File: config.mk
export PLATFORM = sky130hd
export DESIGN_NAME = ide_pio_strobe
export DESIGN_NICKNAME = d
export VERILOG_FILES = /design/src/rtl/ide_pio_pkg.sv /design/src/rtl/ide_pio_timing_sel.sv /design/src/rtl/ide_pio_cycle_fsm.sv /design/src/rtl/ide_pio_strobe.sv
export SDC_FILE = /design/constraint.sdc
export NUM_CORES = 1
export LEC_CHECK = 0
export BUFFER_PORTS_ARGS = -buffer_cell sky130_fd_sc_hd__buf_2
export CORE_MARGIN = 3
export CORE_UTILIZATION = 35
export CTS_BUF_LIST = sky130_fd_sc_hd__clkbuf_8 sky130_fd_sc_hd__clkbuf_16
export DETAILED_ROUTE_END_ITERATION = 16
export GPL_TIMING_DRIVEN = 0
export SETUP_SLACK_MARGIN = 0.05
export SLEW_MARGIN = 20
export SYNTH_ARGS = -nofsm -noshare
export SYNTH_HDL_FRONTEND = slang
export SYNTH_HIERARCHICAL = 1
export SYNTH_SLANG_ARGS = --single-unit
File: constraint.sdc
create_clock -name clk_i -period 2.3 [get_ports clk_i]
set_clock_uncertainty 0.05 [all_clocks]
set_input_delay 0.115 -clock clk_i [delete_from_list [all_inputs] [get_ports clk_i]]
set_output_delay 0.115 -clock clk_i [all_outputs]
set_load 0.03 [all_outputs]
File: src/rtl/ide_pio_pkg.sv
package ide_pio_pkg;
  localparam int CODE_W = 2;
  localparam int CNT_W  = 3;

  typedef enum logic [1:0] {
    ST_IDLE   = 2'd0,
    ST_STROBE = 2'd1,
    ST_RECOV  = 2'd2
  } pio_state_e;

  // inverted codes: 0 is slowest
  function automatic logic [CNT_W-1:0] sample_clks(input logic [CODE_W-1:0] code);
    return CNT_W'(5) - CNT_W'(code);
  endfunction

  function automatic logic [CNT_W-1:0] recov_clks(input logic [CODE_W-1:0] code);
    return CNT_W'(4) - CNT_W'(code);
  endfunction
endpackage

File: src/rtl/ide_pio_timing_sel.sv
module ide_pio_timing_sel
  import ide_pio_pkg::*;
#(
  parameter int NUM_DRIVES = 2,
  localparam int SEL_W = (NUM_DRIVES > 1) ? $clog2(NUM_DRIVES) : 1
) (
  input  logic [SEL_W-1:0]                  drive_i,
  input  logic [NUM_DRIVES-1:0][CODE_W-1:0] sample_code_i,
  input  logic [NUM_DRIVES-1:0][CODE_W-1:0] recov_code_i,
  output logic [CNT_W-1:0]                  sample_clks_o,
  output logic [CNT_W-1:0]                  recov_clks_o
);
  logic [NUM_DRIVES-1:0][CNT_W-1:0] smp_dec;
  logic [NUM_DRIVES-1:0][CNT_W-1:0] rec_dec;

  for (genvar g = 0; g < NUM_DRIVES; g++) begin : g_drv
    assign smp_dec[g] = sample_clks(sample_code_i[g]);
    assign rec_dec[g] = recov_clks(recov_code_i[g]);
  end

  assign sample_clks_o = smp_dec[drive_i];
  assign recov_clks_o  = rec_dec[drive_i];
endmodule

File: src/rtl/ide_pio_cycle_fsm.sv
module ide_pio_cycle_fsm
  import ide_pio_pkg::*;
#(
  parameter int WAIT_LIMIT = 256,
  localparam int WAIT_W = $clog2(WAIT_LIMIT)
) (
  input  logic             clk_i,
  input  logic             rst_ni,
  input  logic             req_valid_i,
  input  logic             req_write_i,
  output logic             req_ready_o,
  input  logic [CNT_W-1:0] sample_clks_i,
  input  logic [CNT_W-1:0] recov_clks_i,
  input  logic             iordy_i,
  output logic             rd_strobe_no,
  output logic             wr_strobe_no,
  output logic             busy_o,
  output logic             done_o,
  output logic             timeout_o
);
  pio_state_e        state_q, state_d;
  logic [CNT_W-1:0]  cnt_q, cnt_d;
  logic [CNT_W-1:0]  rec_q, rec_d;
  logic [WAIT_W-1:0] wcnt_q, wcnt_d;
  logic              wr_q, wr_d;
  logic              done_d, tmo_d;
  logic              rd_n_q, wr_n_q, done_q, tmo_q;
  logic              wait_full;

  assign wait_full = (wcnt_q == WAIT_W'(WAIT_LIMIT - 1));

  always_comb begin
    state_d = state_q;
    cnt_d   = cnt_q;
    rec_d   = rec_q;
    wcnt_d  = wcnt_q;
    wr_d    = wr_q;
    done_d  = 1'b0;
    tmo_d   = 1'b0;
    unique case (state_q)
      ST_IDLE: if (req_valid_i) begin
        state_d = ST_STROBE;
        cnt_d   = sample_clks_i - CNT_W'(1);
        rec_d   = recov_clks_i;
        wcnt_d  = '0;
        wr_d    = req_write_i;
      end
      ST_STROBE: begin
        if (cnt_q != '0) begin
          cnt_d = cnt_q - CNT_W'(1);
        end else if (iordy_i || wait_full) begin
          state_d = ST_RECOV;
          cnt_d   = rec_q - CNT_W'(1);
          done_d  = 1'b1;
          tmo_d   = !iordy_i;
        end else begin
          wcnt_d = wcnt_q + WAIT_W'(1);
        end
      end
      ST_RECOV: begin
        if (cnt_q != '0) cnt_d = cnt_q - CNT_W'(1);
        else             state_d = ST_IDLE;
      end
      default: state_d = ST_IDLE;
    endcase
  end

  always_ff @(posedge clk_i or negedge rst_ni) begin
    if (!rst_ni) begin
      state_q <= ST_IDLE;
      cnt_q   <= '0;
      rec_q   <= '0;
      wcnt_q  <= '0;
      wr_q    <= 1'b0;
      rd_n_q  <= 1'b1;
      wr_n_q  <= 1'b1;
      done_q  <= 1'b0;
      tmo_q   <= 1'b0;
    end else begin
      state_q <= state_d;
      cnt_q   <= cnt_d;
      rec_q   <= rec_d;
      wcnt_q  <= wcnt_d;
      wr_q    <= wr_d;
      rd_n_q  <= !((state_d == ST_STROBE) && !wr_d);
      wr_n_q  <= !((state_d == ST_STROBE) && wr_d);
      done_q  <= done_d;
      tmo_q   <= tmo_d;
    end
  end

  assign req_ready_o  = (state_q == ST_IDLE);
  assign busy_o       = (state_q != ST_IDLE);
  assign rd_strobe_no = rd_n_q;
  assign wr_strobe_no = wr_n_q;
  assign done_o       = done_q;
  assign timeout_o    = tmo_q;

  logic strb_hi;
  assign strb_hi = rd_n_q && wr_n_q;

  AST_NO_DUAL_STROBE: assert property (@(posedge clk_i) disable iff (!rst_ni)
    rd_n_q || wr_n_q);
  AST_ACCEPT_STARTS: assert property (@(posedge clk_i) disable iff (!rst_ni)
    req_valid_i && req_ready_o |=> !strb_hi);
  AST_STROBE_MIN: assert property (@(posedge clk_i) disable iff (!rst_ni)
    $fell(strb_hi) |=> !strb_hi);
  AST_RECOV_MIN: assert property (@(posedge clk_i) disable iff (!rst_ni)
    $rose(strb_hi) |=> strb_hi);
  AST_HOLD_NOT_READY: assert property (@(posedge clk_i) disable iff (!rst_ni)
    (state_q == ST_STROBE) && (cnt_q == '0) && !iordy_i && !wait_full |=> !strb_hi);
  AST_DONE_ON_RELEASE: assert property (@(posedge clk_i) disable iff (!rst_ni)
    done_o |-> strb_hi && $past(!strb_hi));
  AST_DONE_ONE_CLK: assert property (@(posedge clk_i) disable iff (!rst_ni)
    done_o |=> !done_o);
  AST_TMO_WITH_DONE: assert property (@(posedge clk_i) disable iff (!rst_ni)
    timeout_o |-> done_o);
endmodule

File: src/rtl/ide_pio_strobe.sv
module ide_pio_strobe
  import ide_pio_pkg::*;
#(
  parameter int WAIT_LIMIT = 256
) (
  input  logic       clk_i,
  input  logic       rst_ni,
  input  logic       req_valid_i,
  input  logic       req_write_i,
  input  logic       req_drive_i,
  output logic       req_ready_o,
  input  logic [1:0] d0_sample_code_i,
  input  logic [1:0] d0_recov_code_i,
  input  logic [1:0] d1_sample_code_i,
  input  logic [1:0] d1_recov_code_i,
  input  logic       iordy_i,
  output logic       rd_strobe_no,
  output logic       wr_strobe_no,
  output logic       busy_o,
  output logic       done_o,
  output logic       timeout_o
);
  logic [1:0][CODE_W-1:0] smp_codes, rec_codes;
  logic [CNT_W-1:0]       smp_clks, rec_clks;

  assign smp_codes = {d1_sample_code_i, d0_sample_code_i};
  assign rec_codes = {d1_recov_code_i,  d0_recov_code_i};

  ide_pio_timing_sel #(.NUM_DRIVES(2)) u_sel (
    .drive_i       (req_drive_i),
    .sample_code_i (smp_codes),
    .recov_code_i  (rec_codes),
    .sample_clks_o (smp_clks),
    .recov_clks_o  (rec_clks)
  );

  ide_pio_cycle_fsm #(.WAIT_LIMIT(WAIT_LIMIT)) u_fsm (
    .clk_i         (clk_i),
    .rst_ni        (rst_ni),
    .req_valid_i   (req_valid_i),
    .req_write_i   (req_write_i),
    .req_ready_o   (req_ready_o),
    .sample_clks_i (smp_clks),
    .recov_clks_i  (rec_clks),
    .iordy_i       (iordy_i),
    .rd_strobe_no  (rd_strobe_no),
    .wr_strobe_no  (wr_strobe_no),
    .busy_o        (busy_o),
    .done_o        (done_o),
    .timeout_o     (timeout_o)
  );
endmodule

==> metrics.txt, run 1 <==
TNS Setup 0 ns; DRT Pass-1 Iters 4; area grow syn2layout 14.9%; gr ovfl total 0; dpl ws 0.390 ns; cell accounting for the most synthesized area dfrtp_1; Comb power frac about 52%; antenna violations before repair 0; crit path to u_fsm/wcnt_q[7]; most instantiated library cell after synthesis dfrtp_1; status complete, no violations; Max Slew Vio Count 0; switching pwr 0.703 mW; Nets about 180; Unique masters post-synth 50; f_max 0.513 GHz; Die W 69.0 um; Post-synth top cells dfrtp_1, inv_1, ha_1, nand2_1, nand3_1; Max clock buf depth 2; DR vias/cell between 5 and 6; fin worst setup slack 0.352 ns; TritonCTS clock tree yes; number of global-route vias before repair around 1100; Hold Violations, Final 0; Ports 20; Worst Tran Pin Value approximately 0.48 ns; M1 WL 1270 um; CTS buffer count 3; internal power 0.985 mW; GR Util All Layers 13.3%; CP Max Fanout 6; share of cells above drive strength 1 ~25%; total of max-cap violations 0; Tmin final between 1.5 and 2 ns; Setup Viol. Count Final 0; worst r2r path cells 6; Core Rows 22; via count around 1100; WL met2 ~1400 um; synth top area cells dfrtp_1, ha_1, mux2_2; Most used DFF post-synth dfrtp_1; DR DRC count 0; Data required, critical path 2.44 ns; RSZ-0062 raised after global routing false; wire length on met3 roughly 110 um; Critical Path Start Type flip-flop; syn_nets 159; Total Routed Length about 2800 um; CTS H-Tree Depth 1; GP Congestion 0.841; placed insts 201; Clock Power Share 14.5%; Non-Filler Instances 206; Hold WC Path Type in -> reg; Core ar. about 0.0037 mm^2; Mean Syn Cell Area a little over 10 um^2; first-pass GRT wire length between 4000 and 5000 um; R2R Path Start u_fsm/state_q[0]; IR drop worst, VDD about 0.00036 V; register area share after synthesis between 30% and 40%; share of the synthesized area in the top cell type 34.3%; YS warnings 6; Starting Density a little under two fifths; Worst-Skew Late Latency approximately 0.26 ns; Net Sw Frac 41.7%; Max Used Layer met4; post-route clock period utilization between 80 and 90%; Syn Inst Count 135; leakage between 0.7 and 0.8 nW; CTS Root Cell clkbuf_8; WL/cell about 13 um; EDFF count, synth 0; IO Port Bufs 18; Slew HR 68.3%; fillers 393; share of synthesized registers carrying an async set or reset 100%; reg2reg end u_fsm/wcnt_q[7]; Seq pwr share 33.5%; PD cells ~1100 mW/mm^2; Die Y 69.0 um; crit end category flip-flop; Cell Area, Synth 0.00139 mm^2; Post-CTS Resized 0; Clock Pin Slew Worst Setup and Hold Paths 0.08 ns; R2R setup slack about 0.35 ns; Final ANT Viol Nets 0; final hold slack 0.0747 ns; DIE AREA 0.00476 mm^2; clock sink count 21; Critical path origin u_fsm/state_q[0]; Data arrival, critical path roughly 2.1 ns; HPWL after DPL 2240 um; Initial DRC Count 38; pin count of the biggest net entering global routing 22; Synth Register Bits 21; WS Path Type reg -> reg; # diodes 0
## worst min path at each step
stage | from | slack (ns) | cells after the start | endpoint
after floorplan | rst_ni | -0.23 | 0 | u_fsm/cnt_q[0]
after global placement | rst_ni | 0.05 | 1 | u_fsm/wcnt_q[0]
after detailed placement | rst_ni | 0.06 | 1 | u_fsm/wcnt_q[1]
after CTS | req_write_i | 0.07 | 2 | u_fsm/wr_q
after global routing | req_write_i | 0.07 | 2 | u_fsm/wr_q
final | req_write_i | 0.07 | 2 | u_fsm/wr_q
## flip-flops by register name (all words and copies together), names as in the netlist
| signal | cells |
|---|---|
| u_fsm/wr_q | 1 |
| u_fsm/rec_q | 3 |
| u_fsm/state_q | 2 |
| u_fsm/wcnt_q | 8 |
| u_fsm/wr_strobe_no | 1 |
| u_fsm/done_o | 1 |
| u_fsm/timeout_o | 1 |
| u_fsm/cnt_q | 3 |
| u_fsm/rd_strobe_no | 1 |
## critical path: stages (launching register included)
cell     delay [ns]
dfrtp_1        0.40
inv_1          0.08
ha_1           0.28
nor2b_1        0.19
nor3_1         0.27
or4b_1         0.46
a21oi_1        0.15
## layer usage
metal  up-vias  track usage, %
met4         0            5.84
met3         5            2.92
met5         -               0
met1       523            15.9
met2        23            22.6
li1        544               -
## placed cells by master, fill, tap and decap left out, types with 3 or more instances in the layout
| master | Yosys | final |
|---|---|---|
| clkbuf_8 | 0 | 3 |
| ha_1 | 10 | 10 |
| nand2b_1 | 3 | 3 |
| nor2_1 | 6 | 6 |
| buf_2 | 1 | 19 |
| mux2i_1 | 6 | 6 |
| dfrtp_1 | 19 | 19 |
| o21ai_0 | 3 | 3 |
| a21oi_1 | 4 | 4 |
| mux2_2 | 6 | 6 |
| nand3_1 | 7 | 7 |
| nor2b_1 | 3 | 3 |
| nand2_1 | 7 | 7 |
| inv_1 | 12 | 12 |
## stage by stage
stage          total power, mW  utilization (%)  cell area, um^2
6_report                  1.69             42.6             1590
5_1_grt                   1.84             42.6             1590
4_1_cts                   1.71             42.6             1590
3_5_place_dp              1.45             41.1             1540
3_3_place_gp              1.41             41.1             1540
2_1_floorplan             1.24                -             1390
## repair_timing
action	CTS	global route
hold buffers	1	0
endpoints found under the hold margin	19	0
setup buffers	0	0
## power groups by stage
stage / clock, mW / sequential [mW] / combinational, mW
after global placement: 0 / 0.564 / 0.848
after detailed placement: 0 / 0.573 / 0.878
after floorplan: 0 / 0.582 / 0.658
final: 0.245 / 0.565 / 0.878
after global routing: 0.271 / 0.580 / 0.990
after CTS: 0.256 / 0.565 / 0.885
## layout make-up
type / instances / area [um^2] / area share [%]
multi-input cells: 99 / 795 / 49.8
clock buffers: 3 / 41.3 / 2.59
repair buffers: 19 / 100 / 6.28
well taps: 48 / 60.1 / 3.77
clock inverters: 1 / 5.00 / 0.314
flip-flops and latches: 21 / 528 / 33.1
inverters: 12 / 45.0 / 2.83
plain buffers: 3 / 20.0 / 1.26
## logic make-up after synthesis
family                     synth area share [%]
AOI/OAI and AO/OA                          15.2
xor gates and xnor gates                   1.26
adders and majority gates                  9.02
buffers and inverters                      4.69
DFF                                        38.1
muxes                                      11.4
and+or+nand+nor                            20.5
Power figures use the tool's default switching activity.
==> inputs of run 2 (changes only) <==
Clock period 2.3 ns to 2 ns, I/O delays scaled along.
==> run 2 against run 1 <==
  * Die area unchanged
  * Cell area rose by 2.0%
  * Clock power up 16%
  * Maximum frequency rose by 4.1%
  * Global-route usage unchanged
  * Flip-flop and latch count stayed put
  * Critical path type unchanged
  * Critical endpoint is now u_fsm/cnt_q[0]
  * Largest power group unchanged
  * Highest routed layer unchanged
==> metrics.txt, run 2 (synthesis results as in run 1) <==
Data required, critical path 2.10 ns; biggest regs u_fsm/wcnt_q (8), u_fsm/cnt_q (3), u_fsm/rec_q (3); area grow syn2layout 17.1%; Final ANT Viol Nets 0; CP max stage delay 0.42 ns; PD cells 1230 mW/mm^2; IR drop worst, VDD 0.000423 V; Tmin final 1.87 ns; Register Area roughly 530 um^2; Setup Viol. Count Final 0; status complete, no violations; final hold slack ~0.059 ns; TNS Setup 0 ns; leakage 0.769 nW; Slowest-stage cell, CP dfrtp_1; IO Port Bufs 18; via count 1094; Core Rows 22; Initial DRC Count 68; Most flops, register u_fsm/wcnt_q; GP Congestion 0.841; fillers 391; Hold WC Path Type in -> reg; share of cells above drive strength 1 29.6%; DIE AREA 0.00476 mm^2; WL/cell 13.5 um; WS Path Type reg -> reg; Max Slew Vio Count 0; Die W 69.0 um; HPWL after DPL 2240 um; number of global-route vias before repair 1076; Worst-Skew Late Latency 0.26 ns; CP Max Fanout 10; Die Y 69.0 um; antenna violations before repair 0; CTS H-Tree Depth 1; pin count of the biggest net entering global routing 22; TritonCTS clock tree yes; total of max-cap violations 0; Max clock buf depth 2; fin worst setup slack 0.129 ns; crit path buf inv count 2; clock sink count 21; max reg flops 8; RSZ-0062 raised after global routing true; Critical Path Start Type flip-flop; Data arrival, critical path 1.97 ns; Slew HR 68.2%; most frequent cells in the layout buf_2, dfrtp_1, inv_1; CTS buffer count 3; f_max 0.535 GHz; first-pass GRT wire length 4710 um; Non-Filler Instances 207; CTS Root Cell clkbuf_8; Core ar. 0.00374 mm^2; Cell Chain, Critical Path buf_4 -> ha_1 -> buf_2 -> and3b_2 -> nand3_1 -> o221ai_1 -> mux2_2; Starting Density 37.1%; Nets 184; DRT Pass-1 Iters 4; PnR Total Power between 1.5 and 2 mW; GR Util All Layers between 10% and 20%; DR DRC count 0; delay-heaviest family, CP flip-flops; Hold Violations, Final 0; Clock Pin Slew Worst Setup and Hold Paths roughly 0.08 ns; # diodes 0; Worst Tran Pin Value 0.477 ns; area of the multi-input gates 815 um^2; Total Routed Length 2800 um; post-route clock period utilization just over 90%; gr ovfl total 0; Ports 20; placed insts between 200 and 250; crit end category flip-flop; DR vias/cell between 5 and 6; dpl ws 0.0904 ns
run 2: final timing paths:
kind	endpoint	slack, ns	from	depth (start not counted)
worst max-delay path	u_fsm/cnt_q[0]	0.13	u_fsm/state_q[0]	7
worst min-delay path	u_fsm/wr_q	0.06	req_write_i	2
worst max register to register	u_fsm/cnt_q[0]	0.13	u_fsm/state_q[0]	7
worst min register to register	u_fsm/cnt_q[1]	0.47	u_fsm/cnt_q[1]	1
max in group asynchronous	u_fsm/rd_strobe_no	1.28	rst_ni	2
min in group asynchronous	u_fsm/timeout_o	0.27	rst_ni	2
run 2: stage by stage:
step	util, %	area [um^2]
floorplan	-	1390
global placement	41.1	1540
detailed placement	41.1	1540
CTS	42.6	1590
global route	43.4	1630
finish	43.4	1630
run 2: routing by layer:
metal	vias up	track usage, %	part of all wire [%]
met2	19	22.6	50
li1	546	-	-
met1	524	15.9	45
met4	0	5.84	1.4
met5	-	0	0
met3	5	2.92	3.9
run 2: repair_timing:
action | in CTS | in global routing
setup endpoints to repair | 0 | 6
resized for setup | 0 | 5
buffers inserted | 0 | 2
hold endpoints to repair | 19 | 0
hold buffers | 1 | 0
run 2: area by class of cell:
cell class / instances / share of cell area [%]
sequential: 21 / 32.5
inverter: 12 / 2.77
timing repair buffer: 21 / 7.08
buffer: 2 / 1.00
clock buffer: 3 / 2.54
multi-input combinational: 99 / 50.1
tap: 48 / 3.70
clock inverter: 1 / 0.308
run 2: report_power, final:
part | internal [mW] | switching, mW | leakage, nW
Clock | 0.139 | 0.144 | 0.0255
Combinational | 0.470 | 0.591 | 0.475
Sequential | 0.561 | 0.0890 | 0.269
Total | 1.17 | 0.824 | 0.769
==> inputs of run 3 (changes only) <==
Settings changed: PLACE_DENSITY_LB_ADDON set to 0.12.
==> run 3 against run 2 <==
  * Worst setup slack gained 0.0060 ns
  * Hold slack improved by 0.010 ns
  * Power down 1.0%
  * Register-to-register slack barely moved
  * Clock power decreased by 5%
  * Clock-buffer cell count stayed put
  * Maximum frequency rose by 0.32%
  * Core utilization decreased by 0.10 points
  * Flip-flop and latch count did not move
  * Critical path depth did not move
  * Via count grew 2.1%
  * Critical path type unchanged
  * Largest cell class unchanged
==> metrics.txt, run 3 (synthesis results as in run 1) <==
Nets 184; status complete, no violations; share of cells above drive strength 1 28.9%; Most flops, register u_fsm/wcnt_q; area grow syn2layout 16.9%; WHS Path Cells 2; DR DRC count 0; pin count of the biggest net entering global routing 22; Total Routed Length 2990 um; clock sink count 21; Clock Pin Slew Worst Setup and Hold Paths 0.07 ns; # diodes 0; f_max 0.536 GHz; Final ANT Viol Nets 0; PnR Total Power 1.97 mW; max reg flops 8; GP Congestion 0.903; Core Rows 22; Die Y about 70 um; crit path buf inv count 2; delay-heaviest family, CP flip-flops; reg2reg end u_fsm/cnt_q[1]; first-pass GRT wire length 5030 um; worst r2r path cells 7; Slowest-stage cell, CP dfrtp_1; Starting Density a little under two fifths; IR drop worst, VDD 0.000830 V; CP Max Fanout 10; number of global-route vias before repair 1105; crit end category flip-flop; Data arrival, critical path 1.96 ns; Tmin final 1.86 ns; Hold Violations, Final 0; Max Slew Vio Count 0; gr ovfl total 0; fillers 382; Register Area roughly 530 um^2; most frequent cells in the layout buf_2, dfrtp_1, inv_1; WL/cell around 14 um; TNS Setup 0 ns; RSZ-0062 raised after global routing false; WS Path Type reg -> reg; R2R Path Start u_fsm/state_q[0]; post-route clock period utilization approximately 93%; area of the multi-input gates 812 um^2; Hold WC Path Type in -> reg; Ports 20; DRT Pass-1 Iters 5; Hold Startpoint req_write_i; biggest regs u_fsm/wcnt_q (8), u_fsm/cnt_q (3), u_fsm/rec_q (3); Critical Path Start Type flip-flop; CTS buffer count 3; via count 1117; Worst Hold End u_fsm/wr_q; CP max stage delay 0.40 ns; Worst Tran Pin Value ~0.47 ns; Data required, critical path around 2.1 ns; Slew HR 68.5%; GR Util All Layers 14.1%; Setup Viol. Count Final 0; antenna violations before repair 0; PD cells 1220 mW/mm^2; total of max-cap violations 0; CTS H-Tree Depth 1; Cell Chain, Critical Path buf_4 -> ha_1 -> buf_2 -> and3b_1 -> nand3b_1 -> o221ai_1 -> mux2_2; Worst-Skew Late Latency roughly 0.26 ns; CTS Root Cell clkbuf_8; DIE AREA 0.00476 mm^2; TritonCTS clock tree yes; Initial DRC Count 38; HPWL after DPL 2310 um; IO Port Bufs 18; Max clock buf depth 2; Die W 69.0 um; DR vias/cell 5.40; leakage 0.771 nW; Core ar. roughly 0.0037 mm^2; R2R setup slack 0.14 ns
run 3: worst register-to-register path, cell delays in order, from the launching register on:
cell      delay, ns
dfrtp_1        0.40
buf_4          0.14
ha_1           0.22
buf_2          0.19
and3b_1        0.25
nand3b_1       0.10
o221ai_1       0.11
mux2_2         0.27
run 3: timing repair:
action / in CTS / in global routing
resized for setup: 1 / 5
pin swaps: 0 / 1
setup buffers: 0 / 2
hold endpoints to repair: 19 / 0
gates cloned: 0 / 0
hold buffers: 1 / 0
setup endpoints to repair: 3 / 9
run 3: per-stage QoR:
step | instance area (um^2) | setup WS [ns] | hold slack, ns | std cells | utilization (%)
4_1_cts | 1590 | 0.0683 | 0.0647 | 205 | 42.6
6_report | 1620 | 0.136 | 0.0689 | 207 | 43.3
2_1_floorplan | 1390 | 0.119 | -0.246 | 135 | -
3_3_place_gp | 1540 | 0.0488 | 0.0403 | 201 | 41.1
5_1_grt | 1620 | 0.0523 | 0.0770 | 207 | 43.3
3_5_place_dp | 1540 | 0.0205 | 0.0420 | 201 | 41.1
run 3: final cells by class:
| class | count | area share (%) |
|---|---|---|
| repair buffers | 21 | 7.10 |
| flip-flops and latches | 21 | 32.6 |
| well taps | 48 | 3.70 |
| plain buffers | 2 | 1.00 |
| multi-input cells | 99 | 50.1 |
| inverters | 12 | 2.78 |
| clock inverters | 1 | 0.231 |
| clock buffers | 3 | 2.55 |
run 3: worst max-delay path by stage:
stage,from,to,slack (ns),cells after the start
finish,u_fsm/state_q[0],u_fsm/cnt_q[1],0.14,7
global route,u_fsm/state_q[0],u_fsm/cnt_q[0],0.05,7
CTS,u_fsm/state_q[0],u_fsm/wcnt_q[7],0.07,6
detailed placement,u_fsm/state_q[0],u_fsm/cnt_q[0],0.02,7
global placement,u_fsm/state_q[0],u_fsm/wcnt_q[7],0.05,6
floorplan,u_fsm/state_q[0],u_fsm/wcnt_q[7],0.12,6
run 3: where the power goes:
part	leakage [nW]	switching [mW]	internal, mW
clock	0.0269	0.133	0.137
sequential	0.269	0.0876	0.562
combinational	0.475	0.595	0.459
total	0.771	0.815	1.16
run 3: per-layer routing:
layer	track usage [%]	up-vias	wire [um]
li1	-	547	-
met3	1.94	4	95
met2	21.1	18	1370
met1	20.1	548	1500
met5	0	-	0
met4	6.08	0	25
